<file path="config.mk">
export PLATFORM = sky130hd
export DESIGN_NAME = prot_logic_core
export DESIGN_NICKNAME = d
export VERILOG_FILES = /design/src/rtl/prot_pkg.sv /design/src/rtl/pl_set_latch.sv /design/src/rtl/pl_delay_timer.sv /design/src/rtl/prot_logic_core.sv
export SDC_FILE = /design/constraint.sdc
export NUM_CORES = 1
export LEC_CHECK = 0
export CORE_MARGIN = 1.5
export CORE_UTILIZATION = 40
export CTS_CLUSTER_SIZE = 25
export DETAILED_ROUTE_END_ITERATION = 7
export GPL_ROUTABILITY_DRIVEN = 1
export PLACE_DENSITY = 0.64
export SLEW_MARGIN = 20
export SYNTH_ARGS = -nofsm -noshare
export SYNTH_HDL_FRONTEND = slang
export SYNTH_SLANG_ARGS = --single-unit
</file>
<file path="constraint.sdc">
create_clock -name clk -period 5.4 [get_ports clk]
set_clock_uncertainty 0.15 [all_clocks]
set_input_delay 1.08 -clock clk [delete_from_list [all_inputs] [get_ports clk]]
set_output_delay 1.08 -clock clk [all_outputs]
set_load 0.01 [all_outputs]
</file>
<file path="src/rtl/prot_pkg.sv">
package prot_pkg;
  typedef enum logic { TK_ON_DELAY = 1'b0, TK_OFF_DELAY = 1'b1 } timer_kind_e;
endpackage

</file>
<file path="src/rtl/pl_set_latch.sv">
module pl_set_latch (
  input  logic clk,
  input  logic rst,
  input  logic set_i,
  input  logic clr_i,
  output logic q_o
);
  logic state_q;

  always_ff @(posedge clk) begin
    if (rst)        state_q <= 1'b0;
    else if (set_i) state_q <= 1'b1;
    else if (clr_i) state_q <= 1'b0;
  end

  assign q_o = state_q;


  set_wins_chk: assert property (@(posedge clk) disable iff (rst) set_i |=> q_o);

  clear_takes_chk: assert property (@(posedge clk) disable iff (rst) (clr_i && !set_i) |=> !q_o);
endmodule

</file>
<file path="src/rtl/pl_delay_timer.sv">
module pl_delay_timer #(
  parameter prot_pkg::timer_kind_e KIND = prot_pkg::TK_ON_DELAY,
  parameter int unsigned TICKS        = 10,
  parameter int unsigned CYC_PER_TICK = 1
) (
  input  logic clk,
  input  logic rst,
  input  logic in_i,
  output logic q_o
);
  localparam int unsigned LIMIT = TICKS * CYC_PER_TICK;
  localparam int unsigned W     = (LIMIT < 2) ? 1 : $clog2(LIMIT + 1);
  localparam logic [W-1:0] LIM_V = W'(LIMIT);

  logic [W-1:0] cnt_q;

  generate
    if (KIND == prot_pkg::TK_ON_DELAY) begin : g_on
      always_ff @(posedge clk) begin
        if (rst || !in_i)       cnt_q <= '0;
        else if (cnt_q != LIM_V) cnt_q <= cnt_q + 1'b1;
      end
      assign q_o = in_i && (cnt_q == LIM_V);


      on_wait_chk: assert property (@(posedge clk) disable iff (rst) $rose(q_o) |-> $past(in_i));
    end else begin : g_off
      always_ff @(posedge clk) begin
        if (rst)                cnt_q <= '0;
        else if (in_i)          cnt_q <= LIM_V;
        else if (cnt_q != '0)   cnt_q <= cnt_q - 1'b1;
      end
      assign q_o = in_i || (cnt_q != '0);


      hold_start_chk: assert property (@(posedge clk) disable iff (rst) $fell(in_i) |-> q_o);
    end
  endgenerate
endmodule

</file>
<file path="src/rtl/prot_logic_core.sv">
module prot_logic_core #(
  parameter int unsigned CHAN_N       = 3,
  parameter int unsigned CYC_PER_TICK = 50000,
  parameter int unsigned VIB_TICKS    = 5000,
  parameter int unsigned HOLD_TICKS   = 3000,
  parameter int unsigned SEQ_TICKS    = 10000
) (
  input  logic              clk,
  input  logic              rst,
  input  logic              vib_i,
  input  logic              heat_i,
  input  logic              veto_i,
  input  logic              clr_a_i,
  input  logic              clr_b_i,
  input  logic [CHAN_N-1:0] chan_i,
  input  logic              inhibit_i,
  output logic              trip_o,
  output logic              horn_o,
  output logic              seq_o
);
  logic vib_ok, arm, disarm, mem_q, seq_req;

  pl_delay_timer #(.KIND(prot_pkg::TK_ON_DELAY), .TICKS(VIB_TICKS), .CYC_PER_TICK(CYC_PER_TICK))
    u_vib_dly (.clk(clk), .rst(rst), .in_i(vib_i), .q_o(vib_ok));

  always_comb begin
    arm     = (vib_ok || heat_i) && !veto_i;
    disarm  = clr_a_i && clr_b_i;
    seq_req = (|chan_i) && !inhibit_i;
  end

  pl_set_latch u_mem (.clk(clk), .rst(rst), .set_i(arm), .clr_i(disarm), .q_o(mem_q));

  pl_delay_timer #(.KIND(prot_pkg::TK_OFF_DELAY), .TICKS(HOLD_TICKS), .CYC_PER_TICK(CYC_PER_TICK))
    u_hold (.clk(clk), .rst(rst), .in_i(mem_q), .q_o(horn_o));

  pl_delay_timer #(.KIND(prot_pkg::TK_ON_DELAY), .TICKS(SEQ_TICKS), .CYC_PER_TICK(CYC_PER_TICK))
    u_seq_dly (.clk(clk), .rst(rst), .in_i(seq_req), .q_o(seq_o));

  assign trip_o = mem_q;


  horn_covers_chk: assert property (@(posedge clk) disable iff (rst) trip_o |-> horn_o);

  veto_blocks_chk: assert property (@(posedge clk) disable iff (rst)
    (veto_i && !trip_o && !disarm) |=> !trip_o);

  seq_drop_chk: assert property (@(posedge clk) disable iff (rst) !seq_req |-> !seq_o);
endmodule

</file>
==> results.json <==
{
  "status": "completed",
  "yosysTopAreaCellShare": 0.4158,
  "yosys.area.top_type": "dfxtp_1",
  "num_rows": 36,
  "clk-insertion-delay-late_ns": 0.35,
  "regArea_um2": 1722,
  "antenna_left": 0,
  "fmax_mhz": 257.2,
  "min_period_ns": 3.888,
  "setup_slack_ns": 1.512,
  "startpoint_type": "register",
  "htreeDepth": 3,
  "grt_pass1_vias": 3248,
  "total_power_mw": 1.751,
  "area_growth_pct": 10.76,
  "finalSetupViolCount": 0,
  "synth_area_leaders": "dfxtp_1, nor2_1, xnor2_1",
  "drt_first_pass_iters": 4,
  "clk_root_buffer_cell": "clkbuf_8",
  "power_frac_clock": 0.271,
  "p_leak_nw": 1.448,
  "drv_slew": 0,
  "post_cts_resized": 0,
  "yosys_most_used_dff": "dfxtp_1",
  "ir_drop_mv": 0.1642,
  "drc_errors": 0,
  "cts_tree": "built",
  "cts_hold_buf": 0,
  "nets": 508,
  "p_sw_frac": 0.3321,
  "pre_cts_slack_ns": 1.848,
  "syn_area_per_cell_um2": 8.572,
  "comb_power_share": 0.281,
  "n_antenna_cell": 0,
  "cts_sinks": 86,
  "synth_seq_cells": 86,
  "ys_types": 44,
  "detailroute.via_count": 3394,
  "wirelength_um": 8423,
  "internal-power_mw": 1.169,
  "cts_setup_buffers": 0,
  "yosysSeqAreaShare": 0.4158,
  "die_y_um": 104.7,
  "core_um2": 9910,
  "grt.total_usage": 0.1643,
  "globalplace.congestion": 0.8025,
  "clk_pin_slew_ns": 0.09,
  "drive_above_1_share": 0.07287,
  "initial_core_util": 0.4178,
  "num-fill-cells": 980,
  "synth-edff-count": 0,
  "clockBufferDepth": 2,
  "tightest_slew_ns": 0.9889,
  "yosys_warnings": 0,
  "syn_nets": 500,
  "cts_buffers": 9,
  "multi_input_area_um2": 2283,
  "synthCells": 483,
  "boundaryPins": 14,
  "switchingPower_mw": 0.5814,
  "hpwl_um": 5770,
  "postSynth.asyncResetShare": 0,
  "syn-cell-area_um2": 4140,
  "fin_crit_sh": 0.7200,
  "grt_max_degree": 30,
  "crit_type": "reg -> out",
  "power.density_nw_per_um2": 381.8,
  "sequentialPowerShare": 0.448,
  "antenna_found_initial": 0,
  "dieArea_um2": 10970,
  "end_kind": "primary output",
  "dieWidth_um": 104.7,
  "worst-path-max-fanout": 9,
  "grt-ovfl-total": 0,
  "maxCapViolCount": 0,
  "max-slew-margin-rel": 0.3407,
  "cp.required_ns": 4.17,
  "hold_class": "reg -> reg",
  "wl_per_cell_um": 13.43,
  "drt-initial-drc-count": 150,
  "rsz0062_at_grt": "no",
  "grt_pass1_wl_um": 15050,
  "hold_viol": 0,
  "portBuffers": 13,
  "routed_via_density": 5.413,
  "fin_tns_setup_ns": 0,
  "critPathArrivalTime_ns": 2.66
}
[routing by layer]
layer | routed length [um] | track usage | vias up | share of wire
met5 | 0 | 0 | - | 0
met4 | 71 | 0.04110 | 0 | 0.0084
met3 | 262 | 0.04679 | 6 | 0.031
met2 | 4029 | 0.2666 | 37 | 0.48
met1 | 4060 | 0.2145 | 1604 | 0.48
li1 | - | - | 1747 | -
[layout by cell type (no fill, tap or decap), drive strengths merged, types with 3 or more instances in the layout]
cell	n
dfxtp	86
nor2	69
xnor2	29
xor2	27
nand4	26
a21oi	21
nand2	21
or3	20
nor4	20
nand3	19
inv	16
o21ai	15
nor3	15
clkdlybuf4s50	13
and3	11
o31ai	11
clkbuf	10
or4	8
a31oi	7
and4	6
ha	6
or2	5
nand2b	5
or3b	4
nor4b	3
buf	3
[through the flow]
step           hold WS (ns)  area, um^2  instances  utilization
2_1_floorplan        0.2980        4140        483            -
3_3_place_gp         0.3176        4382        613       0.4422
3_5_place_dp         0.3110        4382        613       0.4422
4_1_cts              0.3309        4583        627       0.4625
5_1_grt              0.3587        4586        627       0.4628
6_report             0.3329        4586        627       0.4628
[kinds of logic (layout without fill, tap and decap cells)]
group	after synthesis	after routing	share of synthesized area
adder cells (fa/ha/maj)	6	6	0.01813
AND/OR/NAND/NOR	238	238	0.3218
buffers and inverters	35	46	0.03324
flip-flops	86	86	0.4158
XOR/XNOR	56	56	0.1185
AO/OA/AOI/OAI	60	60	0.08764
multiplexers	2	2	0.004835
[final cells by class]
| type | count | area share |
|---|---|---|
| Tap cell | 133 | 0.03629 |
| Timing Repair Buffer | 16 | 0.03329 |
| Multi-Input combinational cell | 362 | 0.4980 |
| Inverter | 16 | 0.01310 |
| Clock buffer | 10 | 0.02783 |
| Sequential cell | 86 | 0.3754 |
| Clock inverter | 4 | 0.01610 |
[critical path, stage by stage, from the launching register on]
cell	delay, ns
dfxtp_1	0.35
inv_1	0.08
ha_1	0.14
nor3b_1	0.30
nand4_2	0.27
or3_1	0.48
nand2b_1	0.19
clkdlybuf4s50_1	0.49
[power groups by stage]
stage,clock [mW],combinational [mW],sequential (mW)
after floorplan,0,0.403,0.780
after global placement,0,0.473,0.794
after detailed placement,0,0.487,0.797
after CTS,0.493,0.491,0.784
after global routing,0.524,0.554,0.798
final,0.475,0.492,0.784
[sequential cells by signal, summed over array words and instances, names as in the netlist]
name             count
u_mem.q_o            1
u_seq_dly.cnt_q     29
u_vib_dly.cnt_q     28
u_hold.cnt_q        28
[Yosys cell counts, drive strengths merged (6+ instances only)]
cell type,count
inv,16
clkbuf,14
o21ai,15
or3,20
xor2,27
ha,6
or4,8
nand2,21
a31oi,7
nor4,20
nand3,19
a21oi,21
nor3,15
o31ai,11
and3,11
nor2,69
nand4,26
dfxtp,86
and4,6
xnor2,29
[worst paths after layout]
kind / start / to / slack (ns) / cells after the start
setup / recovery: u_hold.cnt_q[1] / horn_o / 1.51 / 7
hold / removal: u_hold.cnt_q[13] / u_hold.cnt_q[13] / 0.33 / 2
setup reg to reg: u_hold.cnt_q[1] / u_hold.cnt_q[12] / 2.84 / 7
hold reg to reg: u_hold.cnt_q[13] / u_hold.cnt_q[13] / 0.33 / 2
Note: power is estimated with default switching activity, not from simulation.
